$ cat config.mk
export PLATFORM = sky130hd
export DESIGN_NAME = dly_wr_queue
export DESIGN_NICKNAME = d
export VERILOG_FILES = /design/src/rtl/dwq_pkg.sv /design/src/rtl/dwq_capture.sv /design/src/rtl/dwq_store.sv /design/src/rtl/dwq_issue.sv /design/src/rtl/dly_wr_queue.sv
export SDC_FILE = /design/constraint.sdc
export NUM_CORES = 1
export LEC_CHECK = 0
export ABC_AREA = 1
export BUFFER_PORTS_ARGS = -buffer_cell sky130_fd_sc_hd__buf_2
export CORE_MARGIN = 4
export CORE_UTILIZATION = 44
export DETAILED_ROUTE_END_ITERATION = 8
export GPL_TIMING_DRIVEN = 0
export PLACE_DENSITY = 0.61
export SLEW_MARGIN = 10
export SYNTH_ARGS = -nofsm -noshare
export SYNTH_HDL_FRONTEND = slang
export SYNTH_SLANG_ARGS = --single-unit
$ cat constraint.sdc
create_clock -name clk -period 4.45 [get_ports clk]
set_input_delay 0.2225 -clock clk [delete_from_list [all_inputs] [get_ports clk]]
set_output_delay 0.2225 -clock clk [all_outputs]
set_load 0.01 [all_outputs]
$ cat src/rtl/dwq_pkg.sv
package dwq_pkg;
   localparam logic [3:0] CMD_IO_WR  = 4'b0011;
   localparam logic [3:0] CMD_CFG_WR = 4'b1011;

   localparam logic [1:0] RSP_DONE  = 2'b00;
   localparam logic [1:0] RSP_RETRY = 2'b01;

   typedef enum logic [1:0] {
      CAP_IDLE,
      CAP_APAR,
      CAP_DWAIT,
      CAP_RESP
   } cap_state_e;

   typedef enum logic {
      ISS_IDLE,
      ISS_BUSY
   } iss_state_e;
endpackage

$ cat src/rtl/dwq_capture.sv
module dwq_capture
   import dwq_pkg::*;
#(
   parameter int AW = 32,
   parameter int CW = 4
) (
   input  logic          clk,
   input  logic          rst_n,
   input  logic          ini_avld,
   input  logic [CW-1:0] ini_cmd,
   input  logic [AW-1:0] ini_addr,
   input  logic          ini_apar,
   input  logic          ini_irdy,
   input  logic          dup_hit,
   input  logic          full,
   output logic          ini_claim,
   output logic          ini_retry,
   output logic          push,
   output logic [CW-1:0] cap_cmd,
   output logic [AW-1:0] cap_addr,
   output logic          cap_apar
);
   cap_state_e st;
   logic       cmd_ok;

   assign cmd_ok = (ini_cmd == CW'(CMD_IO_WR)) || (ini_cmd == CW'(CMD_CFG_WR));

   always_ff @(posedge clk) begin
      if (!rst_n) begin
         st       <= CAP_IDLE;
         cap_cmd  <= '0;
         cap_addr <= '0;
         cap_apar <= 1'b0;
      end else begin
         case (st)
            CAP_IDLE: if (ini_avld && cmd_ok) begin
               cap_cmd  <= ini_cmd;
               cap_addr <= ini_addr;
               st       <= CAP_APAR;
            end
            CAP_APAR: begin
               cap_apar <= ini_apar;
               st       <= CAP_DWAIT;
            end
            CAP_DWAIT: if (ini_irdy) st <= CAP_RESP;
            default:   st <= CAP_IDLE;
         endcase
      end
   end

   assign ini_claim = (st != CAP_IDLE);
   assign ini_retry = (st == CAP_RESP);
   assign push      = (st == CAP_DWAIT) && ini_irdy && !dup_hit && !full;

   p_retry_after_irdy_r3: assert property (@(posedge clk) disable iff (!rst_n)
      ini_retry |-> $past(ini_irdy));
   p_claim_follows_strobe_r2: assert property (@(posedge clk) disable iff (!rst_n)
      $rose(ini_claim) |-> $past(ini_avld));
endmodule

$ cat src/rtl/dwq_store.sv
module dwq_store #(
   parameter int DEPTH = 4,
   parameter int AW    = 32,
   parameter int DW    = 32,
   parameter int CW    = 4,
   localparam int BEW  = DW / 8,
   localparam int PW   = $clog2(DEPTH),
   localparam int CNTW = $clog2(DEPTH + 1)
) (
   input  logic            clk,
   input  logic            rst_n,
   input  logic            push,
   input  logic [CW-1:0]   w_cmd,
   input  logic [AW-1:0]   w_addr,
   input  logic            w_apar,
   input  logic [DW-1:0]   w_data,
   input  logic [BEW-1:0]  w_be,
   input  logic            w_dpar,
   input  logic            pop,
   input  logic [CW-1:0]   look_cmd,
   input  logic [AW-1:0]   look_addr,
   output logic            dup_hit,
   output logic            full,
   output logic            nonempty,
   output logic [CNTW-1:0] count,
   output logic [CW-1:0]   h_cmd,
   output logic [AW-1:0]   h_addr,
   output logic            h_apar,
   output logic [DW-1:0]   h_data,
   output logic [BEW-1:0]  h_be,
   output logic            h_dpar
);
   if (DEPTH < 2 || (DEPTH & (DEPTH - 1)) != 0) begin : g_bad_depth
      $error("dwq_store: DEPTH must be a power of two of at least 2");
   end
   if (DW % 8 != 0) begin : g_bad_dw
      $error("dwq_store: DW must be a whole number of bytes");
   end

   logic [CW-1:0]  cmd_q  [DEPTH];
   logic [AW-1:0]  addr_q [DEPTH];
   logic [DW-1:0]  data_q [DEPTH];
   logic [BEW-1:0] be_q   [DEPTH];
   logic [DEPTH-1:0] apar_q, dpar_q, vld_q, hit;
   logic [PW-1:0]  wr_ptr, rd_ptr;

   for (genvar i = 0; i < DEPTH; i++) begin : g_slot
      always_ff @(posedge clk) begin
         if (!rst_n) begin
            vld_q[i] <= 1'b0;
         end else if (push && wr_ptr == PW'(i)) begin
            vld_q[i] <= 1'b1;
         end else if (pop && rd_ptr == PW'(i)) begin
            vld_q[i] <= 1'b0;
         end
      end
      always_ff @(posedge clk) begin
         if (push && wr_ptr == PW'(i)) begin
            cmd_q[i]  <= w_cmd;
            addr_q[i] <= w_addr;
            data_q[i] <= w_data;
            be_q[i]   <= w_be;
            apar_q[i] <= w_apar;
            dpar_q[i] <= w_dpar;
         end
      end
      assign hit[i] = vld_q[i] && (addr_q[i] == look_addr) && (cmd_q[i] == look_cmd);
   end

   always_ff @(posedge clk) begin
      if (!rst_n) begin
         wr_ptr <= '0;
         rd_ptr <= '0;
         count  <= '0;
      end else begin
         if (push) wr_ptr <= wr_ptr + 1'b1;
         if (pop)  rd_ptr <= rd_ptr + 1'b1;
         count <= count + CNTW'(push) - CNTW'(pop);
      end
   end

   assign dup_hit  = |hit;
   assign full     = (count == CNTW'(DEPTH));
   assign nonempty = (count != '0);
   assign h_cmd    = cmd_q[rd_ptr];
   assign h_addr   = addr_q[rd_ptr];
   assign h_data   = data_q[rd_ptr];
   assign h_be     = be_q[rd_ptr];
   assign h_apar   = apar_q[rd_ptr];
   assign h_dpar   = dpar_q[rd_ptr];

   p_no_overflow_r6: assert property (@(posedge clk) disable iff (!rst_n)
      push |-> (count < CNTW'(DEPTH)));
   p_no_underflow_r10: assert property (@(posedge clk) disable iff (!rst_n)
      pop |-> (count != '0));
   p_push_unique_r5: assert property (@(posedge clk) disable iff (!rst_n)
      push |-> !dup_hit);
   p_count_step_r4: assert property (@(posedge clk) disable iff (!rst_n)
      (push && !pop) |=> (count == $past(count) + 1'b1));
endmodule

$ cat src/rtl/dwq_issue.sv
module dwq_issue
   import dwq_pkg::*;
(
   input  logic       clk,
   input  logic       rst_n,
   input  logic       nonempty,
   input  logic       tgt_permit,
   input  logic       tgt_rsp_vld,
   input  logic [1:0] tgt_rsp,
   output logic       tgt_req,
   output logic       pop,
   output logic       stat_vld,
   output logic       stat_err
);
   iss_state_e st;
   logic       finish;

   assign finish  = (st == ISS_BUSY) && tgt_rsp_vld;
   assign pop     = finish && (tgt_rsp != RSP_RETRY);
   assign tgt_req = (st == ISS_BUSY);

   always_ff @(posedge clk) begin
      if (!rst_n) begin
         st       <= ISS_IDLE;
         stat_vld <= 1'b0;
         stat_err <= 1'b0;
      end else begin
         stat_vld <= pop;
         if (pop) stat_err <= (tgt_rsp != RSP_DONE);
         case (st)
            ISS_IDLE: if (nonempty && tgt_permit) st <= ISS_BUSY;
            default:  if (finish) st <= ISS_IDLE;
         endcase
      end
   end

   p_req_needs_permit_r7: assert property (@(posedge clk) disable iff (!rst_n)
      $rose(tgt_req) |-> ($past(tgt_permit) && $past(nonempty)));
   p_stat_after_rsp_r10: assert property (@(posedge clk) disable iff (!rst_n)
      stat_vld |-> $past(tgt_rsp_vld && tgt_req));
   p_retry_drops_req_r9: assert property (@(posedge clk) disable iff (!rst_n)
      (tgt_req && tgt_rsp_vld && tgt_rsp == RSP_RETRY) |=> (!tgt_req && !stat_vld));
endmodule

$ cat src/rtl/dly_wr_queue.sv
module dly_wr_queue #(
   parameter int DEPTH = 4,
   parameter int AW    = 32,
   parameter int DW    = 32,
   parameter int CW    = 4,
   localparam int BEW  = DW / 8,
   localparam int CNTW = $clog2(DEPTH + 1)
) (
   input  logic            clk,
   input  logic            rst_n,
   input  logic            ini_avld,
   input  logic [CW-1:0]   ini_cmd,
   input  logic [AW-1:0]   ini_addr,
   input  logic            ini_apar,
   input  logic            ini_irdy,
   input  logic [DW-1:0]   ini_data,
   input  logic [BEW-1:0]  ini_be,
   input  logic            ini_dpar,
   output logic            ini_claim,
   output logic            ini_retry,
   input  logic            tgt_permit,
   output logic            tgt_req,
   output logic [CW-1:0]   tgt_cmd,
   output logic [AW-1:0]   tgt_addr,
   output logic            tgt_apar,
   output logic [DW-1:0]   tgt_data,
   output logic [BEW-1:0]  tgt_be,
   output logic            tgt_dpar,
   input  logic            tgt_rsp_vld,
   input  logic [1:0]      tgt_rsp,
   output logic            stat_vld,
   output logic            stat_err,
   output logic            q_full,
   output logic [CNTW-1:0] q_count
);
   logic          push, pop, dup_hit, nonempty;
   logic [CW-1:0] cap_cmd;
   logic [AW-1:0] cap_addr;
   logic          cap_apar;

   dwq_capture #(.AW(AW), .CW(CW)) u_cap (
      .clk, .rst_n, .ini_avld, .ini_cmd, .ini_addr, .ini_apar, .ini_irdy,
      .dup_hit, .full(q_full), .ini_claim, .ini_retry, .push,
      .cap_cmd, .cap_addr, .cap_apar
   );

   dwq_store #(.DEPTH(DEPTH), .AW(AW), .DW(DW), .CW(CW)) u_store (
      .clk, .rst_n, .push,
      .w_cmd(cap_cmd), .w_addr(cap_addr), .w_apar(cap_apar),
      .w_data(ini_data), .w_be(ini_be), .w_dpar(ini_dpar),
      .pop, .look_cmd(cap_cmd), .look_addr(cap_addr),
      .dup_hit, .full(q_full), .nonempty, .count(q_count),
      .h_cmd(tgt_cmd), .h_addr(tgt_addr), .h_apar(tgt_apar),
      .h_data(tgt_data), .h_be(tgt_be), .h_dpar(tgt_dpar)
   );

   dwq_issue u_iss (
      .clk, .rst_n, .nonempty, .tgt_permit, .tgt_rsp_vld, .tgt_rsp,
      .tgt_req, .pop, .stat_vld, .stat_err
   );

   p_head_stable_r9: assert property (@(posedge clk) disable iff (!rst_n)
      (tgt_req && $past(tgt_req)) |-> ($stable(tgt_addr) && $stable(tgt_cmd) && $stable(tgt_data)));
   p_stray_rsp_r11: assert property (@(posedge clk) disable iff (!rst_n)
      (tgt_rsp_vld && !tgt_req && !ini_retry) |=> $stable(q_count));
endmodule

==> flow_summary_export.csv, run 1 <==
group,metric,value,unit
drt,num_vias,11726,
sta,setup_tns,0,ns
logic_synthesis,synthXorXnorAreaFrac,2.97,%
clock_tree,cts_root_buf,"clkbuf_16",
grt,grt_pass1_vias,11676,
final_layout,diodes,0,
logic_synthesis,synth_mux_area_share,0,%
pwr,internal-power,6.16,mW
clock_tree,cts_made_buffers,39,
logic_synthesis,post_synth_num_cell_types,33,
clock_tree,ctsResizeCount,0,
floorplanning,ioPinCount,165,
final_layout,final_net_count,1820,
final_layout,syn2layout_area_growth,21.7,%
job,max-cap-violations,0,
logic_synthesis,synth_top_cell_by_area,"edfxtp_1",
floorplanning,core,34500,um2
clock_tree,clock_latency,0.54,ns
sta,setup_ws,1.28,ns
logic_synthesis,synth-adder-area-share,1.36,%
drt,drt-pass1-iter-count,5,
sta,fmax,0.315,GHz
critical_path,cp.required,4.23,ns
critical_path,crit_fanout,10,
floorplanning,floorplan.initialDensity,44.4,%
logic_synthesis,synth_area_per_cell,10.5,um2
drt,wl_per_cell,20.0,um
grt,grt_pass1_wl,66.8,mm
logic_synthesis,synth_compound_area_share,12.4,%
floorplanning,die_w,195,um
logic_synthesis,synth.area.top_cells,"edfxtp_1 (58%), dfxtp_1 (7.2%), o21ai_0 (6.3%)",
critical_path,crit_path_end_kind,"output pin",
clock_tree,cts_tree,"yes",
grt,grt_max_degree,52,
sta,worst_pin_slew,0.880,ns
place,dp_slack,1.63,ns
place,io_buffers,163,
floorplanning,rows,68,
logic_synthesis,yosys_warnings,0,
critical_path,worstRegToRegCells,14,
sta,finalCritPeriodShare,71.3,%
drt,drt_wl_total,44.1,mm
final_layout,drive_above_1_share,15.6,%
min_path,hold_depth,3,
place,place_congestion,0.915,
min_path,hold_path.class,"input port to flip-flop",
sta,rsz0062_at_grt,"false",
sta,fin_worst_skew,0.0237,ns
logic_synthesis,mappedNetlistArea,15300,um2
pwr,switching_power,2.55,mW
final_layout,fin_cells,2208,
pwr,p_leak,7.15,nW
grt,antenna_found_initial,0,
critical_path,critPathKind,"flip-flop to output pin",
place,dp_hpwl,29.4,mm
critical_path,cp_data_arrival_time,2.95,ns
logic_synthesis,synth-simple-area-share,12.7,%
sta,period_needed,3.17,ns
logic_synthesis,synthesis.nets,1552,
floorplanning,dieArea,37800,um2
place,place_inst,2076,
sta,hold_violations,0,
clock_tree,clock-sinks,351,
grt,grt_overflow_total,0,
logic_synthesis,synth_top_family_by_area,"simple AND/OR/NAND/NOR gates",
logic_synthesis,synthDominantCellAreaShare,58.1,%
drt,viasPerCell,5.31,
logic_synthesis,synthCells,1454,
clock_tree,path_clk_slew,0.06,ns
pwr,p_per_area,467,nW/um2
final_layout,layout_common_cells,"edfxtp_1 (296), nand2_1 (237), o21ai_0 (194), nor2_1 (189), buf_2 (178)",
run_status,outcome,"finished, final reports clean",
final_layout,final_common_cell,"edfxtp_1",
pwr,power_frac_comb,19.9,%
grt,grt.total_usage,22.6,%
clock_tree,cts_max_level,2,
logic_synthesis,ys_seq_elements,351,
sta,finalMaxSlewViolations,0,
sta,relSlewSlack,41.3,%
pwr,ir_drop,0.333,mV
drt,ant_nets,0,
drt,drc,0,
pwr,clockPowerShare,35.2,%
logic_synthesis,seq_area_frac_synth,65.3,%
sta,setup_viol,0,
floorplanning,die_h,195,um
drt,drt_iter0_drc,914,
pwr,seqPwrFrac,44.9,%
pwr,switching_share,29.3,%
critical_path,start_kind,"flip-flop",
clock_tree,clock_path_buffers,3,
final_layout,nFillCells,3110,
[cells in the mapped netlist, drive strengths merged]
| cell | number |
|---|---|
| xor2 | 16 |
| nor3 | 3 |
| nand2 | 237 |
| nand4 | 16 |
| o21ai | 194 |
| nor2 | 191 |
| fa | 1 |
| nand3 | 28 |
| inv | 119 |
| buf | 25 |
| xnor2 | 35 |
| nand3b | 2 |
| nor3b | 2 |
| dfxtp | 55 |
| o22ai | 67 |
| ha | 15 |
| clkinv | 3 |
| or2 | 5 |
| edfxtp | 296 |
| clkbuf | 47 |
| o2bb2ai | 1 |
| a21oi | 93 |
| a21boi | 3 |
[state kept, by name (all words and copies together), names as in the netlist, 3 cells and up, named ones only]
signal / count
u_store.vld_q: 4
u_cap.cap_cmd: 4
u_store.count: 3
u_store.dpar_q: 4
u_store.cmd_q: 16
u_cap.cap_addr: 32
u_store.be_q: 16
u_store.data_q: 128
u_store.addr_q: 128
u_store.apar_q: 4
[routing by layer]
metal / GRT usage [%] / up-vias / part of all wire [%]
met3: 3.99 / 68 / 7.2
met5: 0 / - / 0
met4: 6.59 / 0 / 2.7
met1: 30.3 / 5660 / 42
met2: 38.0 / 436 / 48
li1: - / 5562 / -
[timing repair]
action,4_1_cts,5_1_grt
buffers inserted,0,0
hold buffers,60,0
endpoints found under the hold margin,170,0
[worst paths after layout]
path	to	slack [ns]	start
worst max-delay path	tgt_addr[29]	1.28	flip-flop
worst min-delay path	u_cap.cap_addr[17]	0.01	ini_addr[17]
worst max register to register	u_store.data_q[0][22]	1.63	u_cap.cap_addr[2]
worst min register to register	u_iss.stat_err	0.46	u_iss.stat_err
[critical path: stages (launching register included)]
cell,delay (ns)
dfxtp_1,0.36
buf_2,0.24
inv_1,0.20
clkbuf_1,0.51
buf_2,0.43
nand2_1,0.10
a21oi_1,0.37
buf_2,0.22
[area by class of cell]
| cell class | instances | area [um2] | share of cell area, % |
|---|---|---|---|
| buffer | 72 | 359 | 1.93 |
| tap | 455 | 569 | 3.06 |
| timing repair buffer | 227 | 1530 | 8.19 |
| sequential | 351 | 9990 | 53.6 |
| clock buffer | 56 | 1100 | 5.91 |
| clock inverter | 16 | 119 | 0.638 |
| inverter | 122 | 468 | 2.51 |
| multi-input combinational | 909 | 4500 | 24.2 |
[cell families (layout without fill, tap and decap cells)]
group / after synthesis / after routing
AOI/OAI and AO/OA: 358 / 358
xor gates and xnor gates: 51 / 51
adders and majority gates: 16 / 16
buffers and inverters: 194 / 493
DFF: 351 / 351
and+or+nand+nor: 484 / 484
[power by group through the flow]
stage               clock network, mW  registers (mW)  logic, mW
floorplan                           0            3.96      0.937
global placement                    0            3.99       1.66
detailed placement                  0            3.97       1.70
CTS                              3.12            3.90       1.75
global route                     3.25            3.93       1.91
finish                           3.07            3.91       1.74
[metrics by stage]
step / util [%] / hold WS (ns) / instance area, um2 / power, mW
after global routing: 54.1 / 0.0407 / 18600 / 9.09
after floorplan: - / 0.321 / 15300 / 4.89
after detailed placement: 48.8 / 0.442 / 16800 / 5.67
final: 54.1 / 0.0143 / 18600 / 8.71
after CTS: 54.1 / 0.00423 / 18600 / 8.78
after global placement: 48.4 / 0.435 / 16700 / 5.64
No activity file was read; power rests on OpenSTA's default activity.
==> run 2, diff against run 1 <==
Settings changed: PLACE_DENSITY 0.61 to 0.63.
Clock period 4.45 ns to 2.81 ns, I/O delays scaled along.
==> flow_summary_export.csv, run 2 (same netlist as run 1, synthesis figures left out) <==
group,metric,value,unit
grt,grt.total_usage,22.6,%
sta,relSlewSlack,43.6,%
place,place_inst,2081,
sta,finalMaxSlewViolations,0,
critical_path,cp.required,2.67,ns
drt,num_vias,11757,
critical_path,crit_path_end_kind,"output pin",
final_layout,final_net_count,1850,
final_layout,diodes,0,
pwr,switching_share,28.8,%
sta,rsz0062_at_grt,"false",
final_layout,final_common_cell,"edfxtp_1",
pwr,p_per_area,741,nW/um2
pwr,fin_total_pwr,14.1,mW
floorplanning,die_h,195,um
drt,wl_met3,3.46,mm
floorplanning,dieArea,37800,um2
job,max-cap-violations,0,
place,place_congestion,0.934,
sta,setup_viol,0,
clock_tree,clock_latency,0.53,ns
drt,drt_iter0_drc,1063,
floorplanning,rows,68,
floorplanning,die_w,195,um
final_layout,multi_input_area,4510,um2
final_layout,layout_common_cells,"edfxtp_1 (296), nand2_1 (237), o21ai_0 (194), nor2_1 (189), buf_2 (174)",
place,placed_area,16900,um2
place,io_buffers,163,
sta,period_needed,2.75,ns
pwr,p_leak,7.28,nW
clock_tree,cts_max_level,2,
floorplanning,floorplan.initialDensity,44.4,%
drt,viasPerCell,5.26,
pwr,switching_power,4.07,mW
critical_path,critPathKind,"flip-flop to output pin",
final_layout,syn2layout_area_growth,24.4,%
pwr,power_frac_comb,19.8,%
drt,drt-pass1-iter-count,5,
sta,fin_worst_skew,0.0237,ns
clock_tree,path_clk_slew,0.06,ns
clock_tree,clock_path_buffers,3,
drt,drt_wl_total,44.3,mm
critical_path,crit_fanout,10,
drt,wirelength_met1,18.5,mm
grt,grt_overflow_total,0,
drt,ant_nets,0,
grt,grt_pass1_wl,66.4,mm
pwr,internal-power,10.0,mW
pwr,seqPwrFrac,43.8,%
place,dp_hpwl,29.8,mm
drt,wl_per_cell,19.8,um
final_layout,drive_above_1_share,16.3,%
floorplanning,ioPinCount,165,
final_layout,nFillCells,2988,
critical_path,cp_data_arrival_time,2.61,ns
pwr,clockPowerShare,36.4,%
grt,grt_pass1_vias,11536,
pwr,ir_drop,0.576,mV
critical_path,r2r_slack,0.14,ns
clock_tree,cts_tree,"yes",
min_path,hold_path.class,"input port to flip-flop",
final_layout,seq_area,9990,um2
clock_tree,cts_made_buffers,39,
drt,drc,0,
final_layout,top_regs,"u_store.addr_q (128), u_store.data_q (128), u_cap.cap_addr (32)",
grt,grt_max_degree,32,
clock_tree,clock-sinks,351,
final_layout,fin_cells,2237,
sta,finalCritPeriodShare,97.9,%
critical_path,start_kind,"flip-flop",
final_layout,fin_area,19000,um2
drt,route.met2.wl,20.9,mm
grt,antenna_found_initial,0,
run_status,outcome,"finished, final reports clean",
sta,hold_violations,0,
floorplanning,core,34500,um2
sta,worst_pin_slew,0.846,ns
drt,routed.top_layer,"met4",
clock_tree,cts_root_buf,"clkbuf_16",
sta,fmax,0.363,GHz
[run 2: cell types whose count changed in the layout (fill, tap and decap cells not counted), sizes merged]
cell	previous run	this run
buf	192	198
dlygate4sd3	60	80
bufinv	1	5
inv	120	116
clkinv	16	14
clkinvlp	1	6
[run 2: per-layer routing]
layer	vias to the layer above	global-route usage, %
li1	5634	-
met1	5567	30.4
met2	460	37.1
met3	96	4.00
met4	0	7.92
met5	-	0
[run 2: power groups by stage]
stage | combinational [mW] | clock [mW] | sequential, mW
2_1_floorplan | 1.49 | 0 | 6.26
3_3_place_gp | 2.62 | 0 | 6.30
3_5_place_dp | 2.71 | 0 | 6.29
4_1_cts | 2.83 | 5.22 | 6.18
5_1_grt | 3.07 | 5.46 | 6.21
6_report | 2.79 | 5.14 | 6.18
[run 2: path summary, 6_finish.rpt]
path / depth (start not counted) / end / from
max reg2reg: 13 / u_store.data_q[1][14] / u_cap.cap_addr[23]
min: 4 / u_cap.cap_addr[6] / ini_cmd[2]
min reg2reg: 2 / u_iss.stat_err / u_iss.stat_err
max: 7 / tgt_addr[31] / flip-flop
[run 2: critical path, cell delays in order (launching register included)]
cell and delay (ns):
dfxtp_1 0.36, buf_2 0.24, inv_1 0.19, buf_2 0.33
clkbuf_4 0.34, a21oi_1 0.09, a21oi_1 0.30, buf_2 0.21
[run 2: cell type report]
cell class                 instances  area share, %
sequential                       351           52.5
multi-input combinational        909           23.7
timing repair buffer             256           9.57
clock buffer                      53           5.51
tap                              455           2.99
inverter                         122           2.48
buffer                            72           1.98
clock inverter                    18           1.26
timing repair inverter             1         0.0394
[run 2: per-stage QoR]
stage          setup WS (ns)  utilization (%)  hold slack [ns]  TNS, ns
4_1_cts              0.00323             55.3          0.00801        0
2_1_floorplan        0.00912                -            0.239        0
5_1_grt             0.000146             55.3           0.0226        0
3_5_place_dp          -0.475             49.0            0.357   -50.00
3_3_place_gp           -1.48             48.5            0.353  -434.32
6_report              0.0577             55.3           0.0201        0
[run 2: repair_timing]
action,CTS,global route
setup endpoints to repair,274,80
gates cloned,1,0
gates resized for setup,8,9
hold buffers,80,0
setup buffers,5,0
hold endpoints to repair,183,0
